## src/rtl/regbank_pkg.sv

```systemverilog
package regbank_pkg;
  localparam int unsigned DATA_W = 16;

  typedef enum logic [2:0] {
    MODE_W  = 3'd0,
    MODE_WR = 3'd1,
    MODE_RO = 3'd2,
    MODE_VS = 3'd3,
    MODE_HS = 3'd4
  } reg_mode_e;

  function automatic logic [DATA_W-1:0] width_mask(input int unsigned w);
    return DATA_W'((33'd1 << w) - 33'd1);
  endfunction
endpackage

```

## src/rtl/regbank_sync_rise.sv

```systemverilog
module regbank_sync_rise #(
  parameter int unsigned STAGES = 2
) (
  input  logic clk_i,
  input  logic rst_ni,
  input  logic async_i,
  output logic rise_o
);
  logic [STAGES:0] sh_q;

  always_ff @(posedge clk_i or negedge rst_ni) begin
    if (!rst_ni) sh_q <= '0;
    else         sh_q <= {sh_q[STAGES-1:0], async_i};
  end

  assign rise_o = sh_q[STAGES-1] & ~sh_q[STAGES];

  // commit strobe is a single-cycle pulse
  assert_rise_single_R8: assert property (@(posedge clk_i) disable iff (!rst_ni)
    rise_o |=> !rise_o);
endmodule

```

## src/rtl/regbank_slot.sv

```systemverilog
module regbank_slot
  import regbank_pkg::*;
#(
  parameter reg_mode_e   MODE  = MODE_WR,
  parameter int unsigned WIDTH = 16
) (
  input  logic              clk_i,
  input  logic              rst_ni,
  input  logic              wr_i,
  input  logic [DATA_W-1:0] wdata_i,
  input  logic              vrise_i,
  input  logic              hrise_i,
  input  logic [DATA_W-1:0] stat_i,
  output logic [DATA_W-1:0] ctrl_o,
  output logic [DATA_W-1:0] rdata_o
);
  localparam logic [DATA_W-1:0] MASK = width_mask(WIDTH);

  if (MODE == MODE_RO) begin : g_ro
    logic unused_ro;
    assign unused_ro = ^{clk_i, rst_ni, wr_i, wdata_i, vrise_i, hrise_i};
    assign ctrl_o  = '0;
    assign rdata_o = stat_i & MASK;
  end else if (MODE == MODE_VS || MODE == MODE_HS) begin : g_shadow
    logic              commit;
    logic [DATA_W-1:0] shadow_q, act_q;
    logic              unused_sh;
    assign unused_sh = ^stat_i;
    assign commit = (MODE == MODE_VS) ? vrise_i : hrise_i;

    always_ff @(posedge clk_i or negedge rst_ni) begin
      if (!rst_ni) begin
        shadow_q <= '0;
        act_q    <= '0;
      end else begin
        if (wr_i)   shadow_q <= wdata_i & MASK;
        if (commit) act_q    <= shadow_q;   // old shadow: same-edge write waits
      end
    end

    assign ctrl_o  = act_q;
    assign rdata_o = shadow_q;

    assert_commit_load_R8: assert property (@(posedge clk_i) disable iff (!rst_ni)
      commit |=> ctrl_o == $past(rdata_o));
    assert_commit_hold_R9: assert property (@(posedge clk_i) disable iff (!rst_ni)
      !commit |=> $stable(ctrl_o));
    assert_shadow_read_R11: assert property (@(posedge clk_i) disable iff (!rst_ni)
      wr_i |=> rdata_o == ($past(wdata_i) & MASK));
  end else begin : g_plain
    logic [DATA_W-1:0] val_q;
    logic              unused_pl;
    assign unused_pl = ^{vrise_i, hrise_i, stat_i};

    always_ff @(posedge clk_i or negedge rst_ni) begin
      if (!rst_ni)   val_q <= '0;
      else if (wr_i) val_q <= wdata_i & MASK;
    end

    assign ctrl_o  = val_q;
    assign rdata_o = (MODE == MODE_WR) ? val_q : '0;

    assert_wr_load_R2: assert property (@(posedge clk_i) disable iff (!rst_ni)
      wr_i |=> ctrl_o == ($past(wdata_i) & MASK));
    assert_wr_hold_R2: assert property (@(posedge clk_i) disable iff (!rst_ni)
      !wr_i |=> $stable(ctrl_o));
    assert_no_upper_bits_R4: assert property (@(posedge clk_i) disable iff (!rst_ni)
      (ctrl_o & ~MASK) == '0);
  end
endmodule

```

## src/rtl/ctl_regbank.sv

```systemverilog
module ctl_regbank
  import regbank_pkg::*;
#(
  parameter int unsigned                NREG      = 6,
  parameter int unsigned                ADDR_W    = 8,
  parameter int unsigned                SYNC_FF   = 2,
  parameter logic [NREG-1:0][2:0]       REG_MODE  = {3'd1, 3'd4, 3'd3, 3'd2, 3'd1, 3'd0},
  parameter logic [NREG-1:0][4:0]       REG_WIDTH = {5'd8, 5'd9, 5'd16, 5'd10, 5'd12, 5'd16}
) (
  input  logic                         clk_i,
  input  logic                         rst_ni,
  input  logic [ADDR_W-1:0]            addr_i,
  input  logic                         hi_i,
  input  logic                         wr_en_i,
  input  logic [7:0]                   wdata_i,
  output logic [7:0]                   rdata_o,
  input  logic                         vsync_i,
  input  logic                         hsync_i,
  input  logic [NREG-1:0][DATA_W-1:0]  stat_i,
  output logic [NREG-1:0][DATA_W-1:0]  ctrl_o
);
  localparam logic [ADDR_W-1:0] LAST_ADDR = ADDR_W'(NREG - 1);

  logic                        vrise, hrise;
  logic [7:0]                  stage_q;
  logic [DATA_W-1:0]           wword;
  logic [NREG-1:0][DATA_W-1:0] rd_w;
  logic [DATA_W-1:0]           rd_sel;

  regbank_sync_rise #(.STAGES(SYNC_FF)) i_vsync (
    .clk_i, .rst_ni, .async_i(vsync_i), .rise_o(vrise));
  regbank_sync_rise #(.STAGES(SYNC_FF)) i_hsync (
    .clk_i, .rst_ni, .async_i(hsync_i), .rise_o(hrise));

  // upper byte waits here until the lower byte completes the word
  always_ff @(posedge clk_i or negedge rst_ni) begin
    if (!rst_ni)                stage_q <= '0;
    else if (wr_en_i && hi_i)   stage_q <= wdata_i;
  end

  assign wword = {stage_q, wdata_i};

  for (genvar i = 0; i < NREG; i++) begin : g_slot
    logic wr;
    assign wr = wr_en_i && !hi_i && (addr_i == ADDR_W'(i));

    regbank_slot #(
      .MODE (reg_mode_e'(REG_MODE[i])),
      .WIDTH(int'(REG_WIDTH[i]))
    ) i_slot (
      .clk_i,
      .rst_ni,
      .wr_i    (wr),
      .wdata_i (wword),
      .vrise_i (vrise),
      .hrise_i (hrise),
      .stat_i  (stat_i[i]),
      .ctrl_o  (ctrl_o[i]),
      .rdata_o (rd_w[i])
    );
  end

  always_comb begin
    rd_sel = '0;
    for (int i = 0; i < NREG; i++) begin
      if (addr_i == ADDR_W'(i)) rd_sel = rd_w[i];
    end
  end

  assign rdata_o = hi_i ? rd_sel[15:8] : rd_sel[7:0];

  assert_hi_staged_only_R2: assert property (@(posedge clk_i) disable iff (!rst_ni)
    (wr_en_i && hi_i && !vrise && !hrise) |=> $stable(ctrl_o));
  assert_unmapped_read_R12: assert property (@(posedge clk_i) disable iff (!rst_ni)
    (addr_i > LAST_ADDR) |-> rdata_o == 8'h00);
  assert_unmapped_write_R12: assert property (@(posedge clk_i) disable iff (!rst_ni)
    (wr_en_i && addr_i > LAST_ADDR && !vrise && !hrise) |=> $stable(ctrl_o));
endmodule

```

## config.mk

```make
export PLATFORM = sky130hd
export DESIGN_NAME = ctl_regbank
export DESIGN_NICKNAME = d
export VERILOG_FILES = /design/src/rtl/regbank_pkg.sv /design/src/rtl/regbank_sync_rise.sv /design/src/rtl/regbank_slot.sv /design/src/rtl/ctl_regbank.sv
export SDC_FILE = /design/constraint.sdc
export NUM_CORES = 1
export LEC_CHECK = 0
export ABC_AREA = 1
export BUFFER_PORTS_ARGS = -buffer_cell sky130_fd_sc_hd__buf_4
export CORE_MARGIN = 3
export CORE_UTILIZATION = 30
export DETAILED_ROUTE_END_ITERATION = 16
export PLACE_DENSITY = 0.67
export SLEW_MARGIN = 20
export SYNTH_ARGS = -nofsm -noshare
export SYNTH_HDL_FRONTEND = slang
export SYNTH_SLANG_ARGS = --single-unit
```

## constraint.sdc

```tcl
create_clock -name clk_i -period 1.5 [get_ports clk_i]
set_input_delay 0.075 -clock clk_i [delete_from_list [all_inputs] [get_ports clk_i]]
set_output_delay 0.075 -clock clk_i [all_outputs]
set_load 0.01 [all_outputs]
```

==> flow_summary.json, run 1 <==
{
  "synth_area_sq_um": 4624,
  "firstDrtPassIters": 5,
  "area_growth_pct": 31.22,
  "cts_tree": "built",
  "synth_area_leaders": "dfrtp_1, nand2_1, buf_4",
  "grt_pass1_vias": 3394,
  "row_count": 44,
  "synth_edf_count": 0,
  "yosysSeqAreaShare": 0.5411,
  "num_vias": 3701,
  "gp_congestion": 0.9115,
  "cts-htree-levels": 3,
  "die_w_microns": 130.2,
  "netlist_instances": 515,
  "power.static_leakage_uw": 0.003158,
  "yosysWarnings": 0,
  "period_needed_ns": 1.483,
  "m1WireLength_microns": 5720,
  "grt_start_max_net_pins": 35,
  "start_util": 0.3123,
  "clock_path_buffers": 2,
  "crit_required_ns": 1.42,
  "end_kind": "output port",
  "dp_hpwl_microns": 9332,
  "critPathLaunchType": "primary input",
  "synth_top_cell_area_share": 0.5411,
  "synth_top_flop_cell": "dfrtp_1",
  "clk_pin_slew_worst_paths_ns": 0.06,
  "crit_fanout": 6,
  "worst_ep_arrival_time_ns": 1.41,
  "wl_met3_microns": 946,
  "peakVddDrop_mv": 0.4578,
  "synth_cell_types": 26,
  "drt_iter0_drc": 281,
  "rsz0062_at_grt": "yes",
  "antenna_found_initial": 0,
  "stdcell_area_sq_um": 6068,
  "drive_gt1_frac": 0.3437,
  "die_h_microns": 130.2,
  "grt_pass1_wl_microns": 19180,
  "die_area_sq_um": 16940,
  "fin_hold_ws_ns": 0.1231,
  "ant_nets": 0,
  "num_io_pins": 222,
  "hp-class": "in2reg",
  "dp_cells": 794,
  "maxUsedRoutingLayer": "met4",
  "hold_viol_final": 0,
  "wl_met2_microns": 5877,
  "status": "complete, no violations",
  "numCtsBuffers": 9,
  "drc": 0,
  "instances_no_fill": 830,
  "setup_viol": 0,
  "synth_top_cell_by_area": "dfrtp_1",
  "final_util": 0.4098,
  "synth.avg_cell_area_sq_um": 8.979,
  "drt-vias-per-instance": 4.459,
  "n_antenna_cell": 0,
  "slew_violations": 0,
  "clk_latency_ns": 0.35,
  "clockRootBuffer": "clkbuf_16",
  "fin_worst_skew_ns": 0.008112,
  "worstSetupPathType": "in2out",
  "post_drt_wl_per_cell_microns": 15.35,
  "final.period_utilization": 0.9889,
  "postSynth.asyncResetShare": 1.000,
  "track_usage": 0.1512,
  "finalSetupTns_ns": 0,
  "core_sq_um": 14810,
  "dpl_cell_area_sq_um": 5508,
  "numPortBuffers": 100,
  "final_nets": 760,
  "synth_seq_cells": 100,
  "powerDensity_nw_per_um2": 919.0,
  "max_cap_violations": 0,
  "overflow": 0,
  "wl_microns": 12740,
  "timing.fmax_ghz": 0.6742,
  "cts_sinks": 100
}
==> registers in the layout, summed over array words and instances (netlist names) <==
register               count
g_slot.i_slot.rdata_o     25
i_vsync.sh_q               3
g_slot.i_slot.ctrl_o      61
stage_q                    8
i_hsync.sh_q               3
==> what timing repair did <==
| item | CTS | global route |
|---|---|---|
| hold buffers | 3 | 0 |
| hold endpoints to repair | 52 | 0 |
| gates resized for setup | 3 | 44 |
| endpoints found under the setup margin | 3 | 8 |
| buffers inserted | 0 | 18 |
| pin swaps | 0 | 21 |
==> per-layer routing <==
layer | GRT usage | vias up
met5 | 0 | -
met4 | 0.04951 | 0
met3 | 0.03520 | 16
met2 | 0.2320 | 125
met1 | 0.2114 | 1737
li1 | - | 1823
==> layout make-up <==
cell class,count,area (sq um)
clock buffer,9,225.2
inverter,50,201.4
sequential,100,2502
multi-input combinational,348,1782
clock inverter,6,46.29
timing repair buffer,133,1081
fill,1473,8741
tap,184,230.2
==> final timing paths <==
check                                 from                         end  slack, ns  cells after the start
hold reg to reg            i_vsync.sh_q[0]             i_vsync.sh_q[1]       0.35                      0
setup reg to reg           i_hsync.sh_q[1]  g_slot[4].i_slot.ctrl_o[5]       0.27                      2
min in group asynchronous           rst_ni  g_slot[4].i_slot.ctrl_o[3]       0.20                      2
setup / recovery                 addr_i[5]                  rdata_o[4]       0.02                     13
hold / removal                  wdata_i[3]  g_slot[5].i_slot.ctrl_o[3]       0.12                      3
max in group asynchronous           rst_ni  g_slot[0].i_slot.ctrl_o[9]       0.75                      3
==> per-stage QoR <==
step / total power (uW) / worst slack, ns
CTS: 5599 / 0.009130
floorplan: 3201 / 0.2903
global route: 5860 / -0.04990
detailed placement: 3438 / 0.001788
finish: 5577 / 0.01670
global placement: 3432 / 0.02528
==> where the power goes <==
part | switching (uW) | internal [uW] | total (uW)
clock network | 1030 | 1130 | 2160
logic | 349 | 218 | 567
registers | 58.1 | 2790 | 2850
total | 1430 | 4140 | 5580
==> worst max-delay path, cell delays in order <==
cell and delay (ns):
buf_6 0.10, inv_4 0.05, nand2_4 0.05, nor2_4 0.18, nand2_4 0.08, nor2_4 0.21
clkinv_4 0.11, buf_6 0.15, o21ai_2 0.11, inv_1 0.04, nand2_1 0.06, nand2_2 0.06
buf_6 0.12
==> cells by family (layout without fill, tap and decap cells) <==
kind of cell | count (synthesis) | in the layout | synth area share
buffers and inverters | 101 | 198 | 0.1172
multiplexers | 14 | 14 | 0.03409
AO/OA/AOI/OAI | 94 | 94 | 0.1161
AND/OR/NAND/NOR | 205 | 205 | 0.1907
flip-flops | 100 | 100 | 0.5411
other | 1 | 35 | 0.0008109
==> cells in the final DEF (no fill, tap or decap), types with 2 or more instances in the layout <==
| cell type | count |
|---|---|
| a21oi_1 | 3 |
| buf_12 | 3 |
| buf_4 | 117 |
| buf_6 | 10 |
| clkbuf_16 | 9 |
| clkinv_2 | 3 |
| conb_1 | 35 |
| dfrtp_1 | 100 |
| dlygate4sd3_1 | 3 |
| inv_1 | 37 |
| inv_2 | 8 |
| inv_4 | 3 |
| inv_6 | 2 |
| mux2_2 | 14 |
| nand2_1 | 145 |
| nand2_2 | 11 |
| nand2_4 | 5 |
| nand3_1 | 13 |
| nand3_2 | 2 |
| nor2_1 | 16 |
| nor2_2 | 3 |
| nor2_4 | 6 |
| nor3b_1 | 2 |
| o21ai_0 | 41 |
| o21ai_1 | 27 |
| o21ai_2 | 21 |
==> cell usage after synthesis, types with 7 or more instances <==
| cell type | count |
|---|---|
| o21ai_0 | 44 |
| mux2_2 | 14 |
| o21ai_2 | 17 |
| nand3_1 | 13 |
| nor2_1 | 19 |
| buf_4 | 36 |
| dfrtp_1 | 100 |
| o21ai_1 | 28 |
| inv_1 | 42 |
| nand2_1 | 154 |
| buf_2 | 9 |
| inv_2 | 7 |
(Power assumes the default switching activity.)
==> inputs of run 2 (changes only) <==
Settings changed: ABC_AREA 1 to not set, PLACE_DENSITY 0.67 to not set.
==> run 2 against run 1 <==
Net effect: the run now ends with setup timing left; first-iteration DRC count down 48%; total power rose by 8.5%; final cell count fell by 18%; core utilization rose by 1.9 points; critical path depth is 8 lower; combinational power grew 16%; wire length fell by 3.4%; die area rose by 0.47%; synthesized cell count fell by 34%; count of clock-buffer cells in the layout is 1 higher; sequential cell count did not move; critical path type is now reg2out; largest cell class unchanged.
==> flow_summary.json, run 2 <==
{
  "area_growth_pct": 37.00,
  "antenna_found_initial": 0,
  "grt_pass1_vias": 3417,
  "cts_sinks": 100,
  "clk_latency_ns": 0.35,
  "yosysSeqAreaShare": 0.5385,
  "max-slew-margin-rel": 0.6490,
  "synth_edf_count": 0,
  "drc": 0,
  "overflow": 0,
  "yosysWarnings": 0,
  "final_common_cell": "buf_4",
  "rsz0062_at_grt": "yes",
  "layout_common_cells": "buf_4, dfrtp_1, mux2_2",
  "synth_cell_types": 47,
  "drt_iter0_drc": 145,
  "peakVddDrop_mv": 0.5599,
  "start_util": 0.3126,
  "hp-class": "in2reg",
  "ant_nets": 0,
  "final.period_utilization": 1.249,
  "setup_slack_ns": -0.3740,
  "powerDensity_nw_per_um2": 950.4,
  "num_vias": 3241,
  "synth_area_sq_um": 4647,
  "worstSetupPathType": "reg2out",
  "synth_top_flop_cell": "dfrtp_1",
  "synth_area_leaders": "dfrtp_1, mux2_2, buf_4",
  "n_antenna_cell": 0,
  "die_h_microns": 130.5,
  "max_cap_violations": 0,
  "cts_tree": "built",
  "dpl_cell_area_sq_um": 5791,
  "largest_reg_flops": 61,
  "clock_path_buffers": 2,
  "track_usage": 0.1504,
  "numPortBuffers": 100,
  "violations": "setup timing",
  "gp_congestion": 0.9539,
  "power.static_leakage_uw": 0.003298,
  "firstDrtPassIters": 4,
  "synth.avg_cell_area_sq_um": 13.59,
  "stdcell_area_sq_um": 6366,
  "worst_ep_arrival_time_ns": 1.80,
  "end_kind": "output port",
  "final_nets": 613,
  "wl_microns": 12300,
  "crit_required_ns": 1.42,
  "row_count": 44,
  "timing.fmax_ghz": 0.5336,
  "synth_common_cells": "dfrtp_1, mux2_2, buf_4",
  "fin_worst_skew_ns": 0.009534,
  "grt_pass1_wl_microns": 19200,
  "worst_pin_slew_ns": 0.5252,
  "fin_hold_ws_ns": 0.02336,
  "drt-vias-per-instance": 4.738,
  "dp_hpwl_microns": 9384,
  "die_area_sq_um": 17020,
  "drive_gt1_frac": 0.5940,
  "core_sq_um": 14860,
  "period_needed_ns": 1.874,
  "synth_top_cell_area_share": 0.5385,
  "die_w_microns": 130.5,
  "setup_viol": 8,
  "synth_seq_cells": 100,
  "synth_top_cell_by_area": "dfrtp_1",
  "clk_pin_slew_worst_paths_ns": 0.07,
  "clockRootBuffer": "clkbuf_16",
  "slew_violations": 0,
  "postSynth.asyncResetShare": 1.000,
  "cts-htree-levels": 3,
  "finalSetupTns_ns": -1.742,
  "dp_slack_ns": -0.2168,
  "num_io_pins": 222,
  "grt_start_max_net_pins": 38,
  "numCtsBuffers": 9,
  "crit_fanout": 2,
  "hold_viol_final": 0,
  "post_drt_wl_per_cell_microns": 17.98,
  "status": "complete, but fails checks",
  "netlist_instances": 342,
  "critPathLaunchType": "flop"
}
-- run 2: changes by cell type after synthesis, moves of 11 or more --
cell	change
mux2_2	+86
nand3_1	-11
nor2_1	-14
inv_1	-39
o21ai_2	-17
nand2_1	-149
o21ai_0	-41
o21ai_1	-28
-- run 2: worst max-delay path, stage by stage, from the launching register on --
cell and delay, ns:
dfrtp_1 0.39, mux2_4 0.28, a221oi_2 0.28, nor4_2 0.07
a221o_1 0.28, buf_4 0.15
-- run 2: per-layer routing --
layer,wire [microns],track usage,vias up
met2,5711,0.2339,132
met1,5557,0.2066,1610
met3,847,0.04228,18
met4,186,0.04295,0
li1,-,-,1481
met5,0,0,-
-- run 2: kinds of logic (layout without fill, tap and decap cells) --
family          count (synthesis)  count (layout)  synth area share
buf+inv                        53             177           0.07674
compound gates                 34              34           0.05224
mux                           101             101            0.2445
other cells                     1              35         0.0008070
simple gates                   53              53           0.08724
flops                         100             100            0.5385
-- run 2: stage by stage --
step	utilization	instances	total power [uW]
finish	0.4283	684	6050
global route	0.4283	684	6330
CTS	0.4237	682	6130
detailed placement	0.3896	654	3552
global placement	0.3896	654	3536
floorplan	-	376	3249
-- run 2: what timing repair did --
| item | CTS | global route |
|---|---|---|
| endpoints found under the setup margin | 8 | 32 |
| hold buffers | 4 | 0 |
| cloned | 0 | 0 |
| resized for setup | 17 | 15 |
| setup buffers | 8 | 2 |
| endpoints found under the hold margin | 35 | 0 |
| pin swaps | 13 | 8 |
-- run 2: path summary, 6_finish.rpt --
kind / from / end / slack (ns) / depth (start not counted)
max reg2reg: i_hsync.sh_q[1] / g_slot[4].i_slot.ctrl_o[3] / 0.30 / 2
min in group asynchronous: rst_ni / g_slot[0].i_slot.ctrl_o[13] / 0.25 / 2
min: wdata_i[0] / g_slot[5].i_slot.ctrl_o[0] / 0.02 / 2
max: g_slot[1].i_slot.ctrl_o[2] / rdata_o[2] / -0.37 / 5
min reg2reg: i_hsync.sh_q[0] / i_hsync.sh_q[1] / 0.35 / 0
max in group asynchronous: rst_ni / i_vsync.sh_q[1] / 0.71 / 3
-- run 2: final cells by class --
type	instances	area, sq um
clock buffers	10	239.0
clock inverters	6	86.33
fillers	1394	8498
inverters	3	11.26
multi-input cells	223	2013
flip-flops and latches	100	2502
well taps	184	230.2
repair buffers	158	1284
-- run 2: report_power, final --
part | leakage (uW) | total, uW | switching [uW] | internal, uW
combinational | 0.00178 | 655 | 336 | 318
sequential | 0.00136 | 2880 | 76.7 | 2800
clock | 0.000159 | 2520 | 1010 | 1510
total | 0.00330 | 6050 | 1420 | 4630
==> inputs of run 3 (changes only) <==
Settings changed: SETUP_SLACK_MARGIN set to 0.02.
==> run 3 against run 2 <==
Net effect: the run still ends with setup timing left; fmax fell by 0.17%; wire length rose by 1.6%; cell area rose by 0.88%; sequential share of layout area fell by 0.34 points; die area did not move; clock skew rose by 0.00057 ns; register-to-register slack barely moved; largest power group unchanged; critical endpoint unchanged.
==> flow_summary.json, run 3 (synthesis gave the netlist of run 2 again) <==
{
  "status": "complete, but fails checks",
  "violations": "setup timing",
  "path_buf_inv": 1,
  "drc": 0,
  "overflow": 0,
  "area_growth_pct": 38.21,
  "worstSetupPathType": "reg2out",
  "regArea_sq_um": 2502,
  "peakVddDrop_mv": 0.5595,
  "timing.fmax_ghz": 0.5327,
  "antenna_found_initial": 0,
  "die_h_microns": 130.5,
  "numCtsBuffers": 9,
  "fin_worst_skew_ns": 0.01011,
  "n_antenna_cell": 0,
  "num_io_pins": 222,
  "crit_required_ns": 1.42,
  "grt_start_max_net_pins": 38,
  "power.static_leakage_uw": 0.003313,
  "wl_microns": 12490,
  "crit_fanout": 2,
  "final_nets": 613,
  "numPortBuffers": 100,
  "worst_pin_slew_ns": 0.5254,
  "cts_tree": "built",
  "hold_viol_final": 0,
  "rsz0062_at_grt": "yes",
  "worst-path-stages": 5,
  "hp-class": "in2reg",
  "slew_violations": 0,
  "row_count": 44,
  "max-slew-margin-rel": 0.6497,
  "drt-vias-per-instance": 4.749,
  "dp_slack_ns": -0.2168,
  "slowest_stage": "dfrtp_1",
  "drt_iter0_drc": 172,
  "dp_hpwl_microns": 9384,
  "clock_path_buffers": 2,
  "num_vias": 3248,
  "crit_path_max_incr_delay_ns": 0.39,
  "die_area_sq_um": 17020,
  "period_needed_ns": 1.877,
  "cts-htree-levels": 3,
  "ant_nets": 0,
  "end_kind": "output port",
  "clk_latency_ns": 0.35,
  "powerDensity_nw_per_um2": 945.1,
  "die_w_microns": 130.5,
  "hold_depth": 2,
  "max_cap_violations": 0,
  "setup_slack_ns": -0.3771,
  "grt_pass1_wl_microns": 19200,
  "reg2reg_depth": 2,
  "core_sq_um": 14860,
  "multi_input_area_sq_um": 2066,
  "gp_congestion": 0.9539,
  "layout_common_cells": "buf_4, dfrtp_1, mux2_2",
  "drive_gt1_frac": 0.5940,
  "worst_ep_arrival_time_ns": 1.80,
  "clk_pin_slew_worst_paths_ns": 0.07,
  "final_common_cell": "buf_4",
  "crit_chain": "mux2_4, a221oi_2, nor4_2, a221o_1, buf_4",
  "start_util": 0.3126,
  "critPathLaunchType": "flop",
  "grt_pass1_vias": 3417,
  "track_usage": 0.1504,
  "post_drt_wl_per_cell_microns": 18.27,
  "final.period_utilization": 1.251,
  "fillers": 1395,
  "crit_family": "compound AO/OA/AOI/OAI gates",
  "firstDrtPassIters": 4,
  "cts_sinks": 100,
  "setup_viol": 8,
  "clockRootBuffer": "clkbuf_16",
  "fin_hold_ws_ns": 0.01880,
  "largest_reg_flops": 61
}
## run 3: cell counts in the layout (fill, tap and decap cells not counted)
No cell type changed its count.
## run 3: power breakdown
part           total (uW)  switching, uW  internal, uW
Sequential           2880           80.2          2800
Combinational         665            340           326
Clock                2520           1010          1510
## run 3: what timing repair did
action | CTS | global route
hold endpoints to repair | 35 | 0
pin swaps | 13 | 8
resized for setup | 17 | 30
hold buffers | 4 | 0
buffers inserted | 8 | 2
setup endpoints to repair | 8 | 36
## run 3: final cells by class
type / instances / share of cell area
Clock inverter: 6 / 0.01344
Multi-Input combinational cell: 223 / 0.3216
Tap cell: 184 / 0.03585
Inverter: 3 / 0.001753
Clock buffer: 10 / 0.03721
Timing Repair Buffer: 158 / 0.2005
Sequential cell: 100 / 0.3896
## run 3: worst reg2reg max path: stages, from the launching register on
cell and delay (ns):
dfrtp_1 0.38, nand2b_1 0.31, mux2_2 0.39
## run 3: metrics by stage
stage               cell area [sq um]  power (uW)  instances    util  setup TNS (ns)
finish                           6422        6070        684  0.4321          -1.759
global route                     6422        6342        684  0.4321          -2.296
CTS                              6297        6130        682  0.4237          -1.924
detailed placement               5791        3552        654  0.3896          -10.08
global placement                 5791        3536        654  0.3896          -6.443
floorplan                        4776        3249        376       -         -0.4797
## run 3: worst paths after layout
check	to	start	slack [ns]
worst max-delay path	rdata_o[2]	g_slot[1].i_slot.ctrl_o[2]	-0.38
worst min-delay path	g_slot[0].i_slot.ctrl_o[0]	wdata_i[0]	0.02
worst max register to register	g_slot[4].i_slot.ctrl_o[3]	i_hsync.sh_q[1]	0.30
worst min register to register	i_hsync.sh_q[1]	i_hsync.sh_q[0]	0.35
max in group asynchronous	i_vsync.sh_q[1]	rst_ni	0.70
min in group asynchronous	g_slot[0].i_slot.ctrl_o[13]	rst_ni	0.24
## run 3: metal layers
layer  routed length [microns]  vias to the layer above  track usage
met5                         0                        -            0
met4                       167                        0      0.04295
met2                      5780                      134       0.2339
met3                       812                       19      0.04228
met1                      5734                     1617       0.2066
li1                          -                     1478            -
